===== config.mk =====
export PLATFORM = sky130hd
export DESIGN_NAME = uart_flag_ctrl
export DESIGN_NICKNAME = d
export VERILOG_FILES = /design/src/rtl/uart_flag_pkg.sv /design/src/rtl/uart_flag_seqclr.sv /design/src/rtl/uart_flag_irq.sv /design/src/rtl/uart_flag_ctrl.sv
export SDC_FILE = /design/constraint.sdc
export NUM_CORES = 1
export LEC_CHECK = 0
export CAP_MARGIN = 10
export CORE_MARGIN = 2
export CORE_UTILIZATION = 32
export CTS_CLUSTER_SIZE = 24
export DETAILED_ROUTE_END_ITERATION = 7
export GPL_ROUTABILITY_DRIVEN = 0
export GPL_TIMING_DRIVEN = 0
export PLACE_DENSITY = 0.78
export SKIP_CTS_REPAIR_TIMING = 1
export SLEW_MARGIN = 20
export SYNTH_ARGS = -nofsm -noshare
export SYNTH_HDL_FRONTEND = slang
export SYNTH_SLANG_ARGS = --single-unit

===== constraint.sdc =====
create_clock -name clk -period 0.9 [get_ports clk]
set_input_delay 0.135 -clock clk [delete_from_list [all_inputs] [get_ports clk]]
set_output_delay 0.135 -clock clk [all_outputs]
set_load 0.03 [all_outputs]

===== src/rtl/uart_flag_pkg.sv =====
package uart_flag_pkg;
  localparam int STAT_W_DEF = 8;
  // bit positions of the status word (software decodes these)
  localparam int B_TXE  = 7;
  localparam int B_TC   = 6;
  localparam int B_RXNE = 5;
  localparam int B_IDLE = 4;
  localparam int B_OVR  = 3;
  // flags cleared by the two-step sequence
  localparam int NSEQ    = 3;
  localparam int SQ_TC   = 0;
  localparam int SQ_IDLE = 1;
  localparam int SQ_OVR  = 2;
  // interrupt sources
  localparam int NIRQ = 4;
endpackage


===== src/rtl/uart_flag_seqclr.sv =====
module uart_flag_seqclr (
  input  logic clk,
  input  logic rst_n,
  input  logic arm_i,     // status read
  input  logic set_i,     // set event of the guarded flag
  input  logic access_i,  // any data register access
  input  logic sel_i,     // the access type that clears this flag
  output logic clr_o
);
  logic armed;

  always_ff @(posedge clk) begin
    if (!rst_n)        armed <= 1'b0;
    else if (set_i)    armed <= 1'b0;
    else if (arm_i)    armed <= 1'b1;
    else if (access_i) armed <= 1'b0;
  end

  assign clr_o = armed & sel_i;

  AST_SET_DISARMS: assert property (@(posedge clk) disable iff (!rst_n)
    set_i |=> !clr_o) else $error("set event left flag armed");
endmodule


===== src/rtl/uart_flag_irq.sv =====
module uart_flag_irq #(
  parameter int N = 4
) (
  input  logic [N-1:0] src_i,
  input  logic [N-1:0] en_i,
  output logic         irq_o
);
  logic [N-1:0] hit;
  for (genvar g = 0; g < N; g++) begin : g_src
    assign hit[g] = src_i[g] & en_i[g];
  end
  assign irq_o = |hit;
endmodule


===== src/rtl/uart_flag_ctrl.sv =====
module uart_flag_ctrl
  import uart_flag_pkg::*;
#(
  parameter int STAT_W = STAT_W_DEF
) (
  input  logic              clk,
  input  logic              rst_n,
  input  logic              ev_tx_shift,
  input  logic              ev_tx_done,
  input  logic              ev_rx_ready,
  input  logic              ev_idle,
  input  logic              en_txe,
  input  logic              en_tc,
  input  logic              en_rx,
  input  logic              en_idle,
  input  logic              sr_rd,
  input  logic              sr_wr,
  input  logic [STAT_W-1:0] sr_wdata,
  input  logic              dr_rd,
  input  logic              dr_wr,
  output logic [STAT_W-1:0] status,
  output logic              rdr_load,
  output logic              irq
);
  localparam int LOW_W = B_OVR;

  logic txe_q, tc_q, rxne_q, idle_q, ovr_q, lock_q;
  logic dr_acc, ovr_set, idle_set;
  logic tc_wclr, rxne_wclr;
  logic [NSEQ-1:0] sq_set, sq_sel, sq_clr;
  logic unused_wbits;

  assign dr_acc   = dr_rd | dr_wr;
  assign rdr_load = ev_rx_ready & ~rxne_q;
  assign ovr_set  = ev_rx_ready & rxne_q;
  assign idle_set = ev_idle & ~lock_q;

  // only zeros written to bits 6 and 5 act
  assign tc_wclr   = sr_wr & ~sr_wdata[B_TC];
  assign rxne_wclr = sr_wr & ~sr_wdata[B_RXNE];
  assign unused_wbits = ^{sr_wdata[STAT_W-1:B_TC+1], sr_wdata[B_IDLE:0]};

  assign sq_set[SQ_TC]   = ev_tx_done;
  assign sq_set[SQ_IDLE] = idle_set;
  assign sq_set[SQ_OVR]  = ovr_set;
  assign sq_sel[SQ_TC]   = dr_wr;
  assign sq_sel[SQ_IDLE] = dr_rd;
  assign sq_sel[SQ_OVR]  = dr_rd;

  for (genvar g = 0; g < NSEQ; g++) begin : g_seq
    uart_flag_seqclr u_seq (
      .clk      (clk),
      .rst_n    (rst_n),
      .arm_i    (sr_rd),
      .set_i    (sq_set[g]),
      .access_i (dr_acc),
      .sel_i    (sq_sel[g]),
      .clr_o    (sq_clr[g])
    );
  end

  always_ff @(posedge clk) begin
    if (!rst_n) begin
      txe_q  <= 1'b1;
      tc_q   <= 1'b1;
      rxne_q <= 1'b0;
      idle_q <= 1'b0;
      ovr_q  <= 1'b0;
      lock_q <= 1'b0;
    end else begin
      txe_q  <= ev_tx_shift | (txe_q & ~dr_wr);
      tc_q   <= ev_tx_done | (tc_q & ~(sq_clr[SQ_TC] | tc_wclr));
      rxne_q <= rdr_load | (rxne_q & ~(dr_rd | rxne_wclr));
      idle_q <= idle_set | (idle_q & ~sq_clr[SQ_IDLE]);
      ovr_q  <= ovr_set | (ovr_q & ~sq_clr[SQ_OVR]);
      lock_q <= idle_set | (lock_q & ~rdr_load);
    end
  end

  always_comb begin
    status          = '0;
    status[B_TXE]   = txe_q;
    status[B_TC]    = tc_q;
    status[B_RXNE]  = rxne_q;
    status[B_IDLE]  = idle_q;
    status[B_OVR]   = ovr_q;
  end

  uart_flag_irq #(.N(NIRQ)) u_irq (
    .src_i ({txe_q, tc_q, idle_q, rxne_q | ovr_q}),
    .en_i  ({en_txe, en_tc, en_idle, en_rx}),
    .irq_o (irq)
  );

  AST_LOW_ZERO: assert property (@(posedge clk) disable iff (!rst_n)
    status[LOW_W-1:0] == '0) else $error("low bits set");
  AST_TXE_WR_CLEARS: assert property (@(posedge clk) disable iff (!rst_n)
    dr_wr && !ev_tx_shift |=> !status[B_TXE]) else $error("txe kept");
  AST_TC_SET: assert property (@(posedge clk) disable iff (!rst_n)
    ev_tx_done |=> status[B_TC]) else $error("tc not set");
  AST_LOAD_SETS_RXNE: assert property (@(posedge clk) disable iff (!rst_n)
    rdr_load |=> status[B_RXNE]) else $error("rxne not set");
  AST_IDLE_LOCKED: assert property (@(posedge clk) disable iff (!rst_n)
    lock_q && !rdr_load |=> !$rose(status[B_IDLE])) else $error("idle re-set");
  AST_OVR_SET: assert property (@(posedge clk) disable iff (!rst_n)
    ev_rx_ready && status[B_RXNE] |=> status[B_OVR]) else $error("ovr missed");
  AST_IRQ_QUIET: assert property (@(posedge clk) disable iff (!rst_n)
    !en_txe && !en_tc && !en_idle && !en_rx |-> !irq) else $error("stray irq");
  AST_WR_RO_BITS: assert property (@(posedge clk) disable iff (!rst_n)
    sr_wr && !dr_acc && !ev_tx_shift && !ev_idle && !ev_rx_ready
      |=> $stable(status[B_TXE]) && !$rose(status[B_IDLE]) && !$rose(status[B_OVR]))
    else $error("ro bit changed");
endmodule


## Word-level counts from Yosys, hierarchy flattened

Index checks and enable logic that the tools add are counted.

| operators by class | value |
|---|---|
| bitwise gates (word level) | 39 |
| multiplexer cells | 2 |
| reductions and logical operators | 5 |

Operator list:

| kind | count |
|---|---|
| $and 1x1->1 | 18 |
| $not 1->1 | 11 |
| $or 1x1->1 | 10 |
| $reduce_or 2->1 | 3 |
| $reduce_or 4->1 | 1 |
| $mux 1 | 2 |
| $reduce_bool 2->1 | 1 |

| word-level totals | value |
|---|---|
| output and inout port bits | 10 |
| input port bits | 22 |
| word-level logic and storage cells | 55 |
| register bits | 9 |

## Longest topological paths before layout

| depth | value |
|---|---|
| word-level depth | 6 |
| depth in mapped cells | 3 |
| gate-level depth less buffers | 3 |

## Hierarchy

A second synthesis with hierarchy kept.

| second synthesis, totals | value |
|---|---|
| cells, all modules | 54 |
| area total of the unflattened synthesis | 495.5 um2 |

By module, submodules not included:

| module | times used | cells an instance | area each (um2) |
|---|---|---|---|
| uart_flag_ctrl | 1 | 36 | 334.1 |
| uart_flag_seqclr | 3 | 5 | 47.5 |
| uart_flag_irq | 1 | 3 | 18.8 |

## Worst setup path after synthesis

No wires, ideal clock.

| timing | value |
|---|---|
| path type | register -> output |
| start | register idle_q |
| end | output port irq |
| cell stages (with the launch flop) | 3 |
| arrival | 832 ps |
| setup slack | -67 ps |
| path buffers | 0 |
| cells stage by stage | dfxtp_1 -> a222oi_1 -> nand2_1 |

| on the way | value |
|---|---|
| word-level cells in the longest chain between the ends | 2 |

RTL lines:

| element | RTL line | source |
|---|---|---|
| start, declared | uart_flag_ctrl.sv:27 | `logic txe_q, tc_q, rxne_q, idle_q, ovr_q, lock_q;` |
| start signal, assigned | uart_flag_ctrl.sv:74 | `idle_q <= idle_set \| (idle_q & ~sq_clr[SQ_IDLE]);` |
| $and 1x1->1 | uart_flag_irq.sv:10 | `assign hit[g] = src_i[g] & en_i[g];` |
| $reduce_or 4->1 | uart_flag_irq.sv:12 | `assign irq_o = \|hit;` |
| end, declared | uart_flag_ctrl.sv:23 | `output logic irq` |

No other way between the ends.

## Worst setup path after layout

Ends and elaborated chain as after synthesis.

==> flow_summary_export.csv <==
group,metric,value,unit
synthesis,avgSynthCellArea,8.439,um2
pwr,ir_worst_vdd,623.0,uV
setup_path,critPathSlowestCell,"a222oi_1",
setup_path,required,0.76,ns
place,place_area,679.4,um2
synthesis,synthTopCellsByArea,"dfxtp_1 (42%), buf_4 (14%), nand2_1 (8.7%)",
timing,rsz0062_at_grt,"yes",
pwr,switching_share,26.66,%
cells_and_area,num_antenna_cells,0,
routing,ant_nets,0,
setup_path,setup.worst_path.class,"reg -> out",
die,start_util,33.50,%
global_route,grt_usage,12.91,%
place,io_buffers,22,
routing,drt_iter0_markers,8,
pwr,net-switching-power,0.2764,mW
timing,setup_tns,-0.8962,ns
routing,wl_per_cell,9.615,um
run_status,violations,"setup timing",
synthesis,yosysTopAreaCell,"dfxtp_1",
global_route,grt_pass1_wl,1.297,mm
routing,wirelength,923,um
cells_and_area,fin_nets,104,
run_status,status,"complete, but fails checks",
global_route,grt_use_met3,1.630,%
clock_network,cts_tree,"yes",
routing,first_pass_iters,4,
clock_network,root_buffer,"clkbuf_4",
timing,hold_viol,0,
clock_network,clk_latency,0.26,ns
setup_path,crit_path_max_fanout,3,
global_route,grt_max_degree,10,
synthesis,synth.distinct_cells,16,
timing,max_freq,741.9,MHz
die,num_io_pins,32,
die,die-width,40.68,um
synthesis,syn_area,430.4,um2
die,design.core.area,1285,um2
cells_and_area,syn_to_final_growth,75.29,%
routing,avgViaCountPerCell,4.375,
pwr,p_seq_share,42.8,%
synthesis,yosysTopAreaCellShare,41.86,%
setup_path,startpoint_type,"register",
pwr,power.internal,0.7603,mW
pwr,p_clk_share,29.5,%
die,rows,13,
global_route,antenna_found_initial,0,
die,die_area,1654,um2
cells_and_area,design_area,754.5,um2
global_route,grt_use_met1,13.53,%
routing,dr_total_vias,420,
clock_network,clk_path_buf_depth,2,
job,max-cap-violations,0,
global_route,top_usage_layer,"met2",
synthesis,ys_seq_area_share,41.86,%
global_route,met2_usage,20.63,%
setup_path,endpoint_kind,"output pin",
timing,skew,0.003520,ns
timing,setup_viol,7,
global_route,overflow,0,
timing,min_period,1.348,ns
clock_network,h-tree-depth,1,
routing,drc,0,
worst_hold_path,hold_class,"in -> reg",
pwr,pwr-share-comb,27.7,%
cells_and_area,drive_gt1_share,37.04,%
setup_path,crit_path_max_incr_delay,0.40,ns
die,die_h,40.68,um
setup_path,path_cells,"a222oi_1, nand2_2, buf_6",
timing,min_period_over_period,149.8,%
synthesis,syn-instance-count,51,
timing,slew_violations,0,
clock_network,tritoncts.num_buffers,3,
timing,fin_ws,-0.4479,ns
synthesis,ys_seq_elements,9,
pwr,leakage,0.3288,nW
clock_network,path_clk_slew,0.06,ns
synthesis,yosys_warnings,0,
pwr,p_per_area,1374,nW/um2
clock_network,cts_sinks,9,
setup_path,crit_arrival,1.21,ns
global_route,grt_pass1_vias,325,
## synth_stat cells
master	number
nand2_1	10
conb_1	1
a222oi_1	1
a21oi_1	3
dfxtp_1	9
a21boi_0	3
o21ai_0	1
nor2_1	2
a21boi_1	1
inv_1	1
nand3b_1	3
nand3_1	1
nor3b_2	1
buf_4	8
nand2b_1	5
nor2_2	1
## sequential cells by signal, summed over array words and instances, names as in the netlist
register           count
g_seq.u_seq.armed      3
idle_q                 1
lock_q                 1
ovr_q                  1
rxne_q                 1
tc_q                   1
txe_q                  1
## worst max-delay path: cells and delay by family, from the launching register on
kind | cells | cell delay [ns]
AO/OA/AOI/OAI | 1 | 0.40
buffers and inverters | 1 | 0.15
flip-flops | 1 | 0.33
AND/OR/NAND/NOR | 1 | 0.08
## layout make-up
cell class	count	area, um2
flip-flops and latches	9	186.4
repair buffers	24	244.0
inverters	1	3.754
plain buffers	8	71.32
clock buffers	4	26.28
well taps	15	18.77
fillers	125	530.5
multi-input cells	35	203.9
## logic make-up (layout without fill, tap and decap cells)
group                  Yosys count  count (layout)  synth area share (%)
and+or+nand+nor                 23              23                 28.49
AOI/OAI and AO/OA                9               9                 13.95
DFF                              9               9                 41.86
buffers and inverters            9              37                 14.83
other                            1               3                0.8713
## layout by cell type (no fill, tap or decap), drive strengths merged
cell	count
clkbuf	4
conb	3
nand2	10
nor3b	1
a21oi	3
nand3	1
o21ai	1
nand3b	3
nand2b	5
a222oi	1
buf	17
clkdlybuf4s50	15
dfxtp	9
nor2	3
a21boi	4
inv	1
## through the flow
| step | hold WS, ns | instances | total power, mW | util (%) | worst slack, ns |
|---|---|---|---|---|---|
| after floorplan | 0.2045 | 53 | 0.5863 | - | -0.05579 |
| after global placement | 0.4374 | 90 | 0.7073 | 52.87 | -0.8223 |
| after detailed placement | 0.4425 | 90 | 0.7120 | 52.87 | -0.8732 |
| after CTS | 0.4396 | 94 | 1.025 | 54.92 | -0.9027 |
| after global routing | 0.4349 | 96 | 1.100 | 58.71 | -0.5054 |
| final | 0.4394 | 96 | 1.037 | 58.71 | -0.4479 |
## per-layer routing
layer	up-vias	routed length, um
met4	0	30
li1	218	-
met2	17	469
met5	-	0
met1	183	368
met3	2	55
## final timing paths
kind                                         from                 to  slack, ns  depth (start not counted)
worst min-delay path                  ev_tx_shift   txe_q$_SDFF_PN1_       0.44                          2
worst max-delay path            idle_q$_SDFF_PN0_                irq      -0.45                          3
worst max register to register  rxne_q$_SDFF_PN0_  lock_q$_SDFF_PN0_       0.07                          4
worst min register to register  lock_q$_SDFF_PN0_  lock_q$_SDFF_PN0_       0.45                          2
## power by group through the flow
stage	Clock, mW	Sequential [mW]	Combinational (mW)
after floorplan	0	0.444	0.142
after global placement	0	0.448	0.260
after detailed placement	0	0.449	0.263
after CTS	0.321	0.440	0.264
after global routing	0.346	0.446	0.308
final	0.306	0.444	0.287
(Power assumes the default switching activity.)
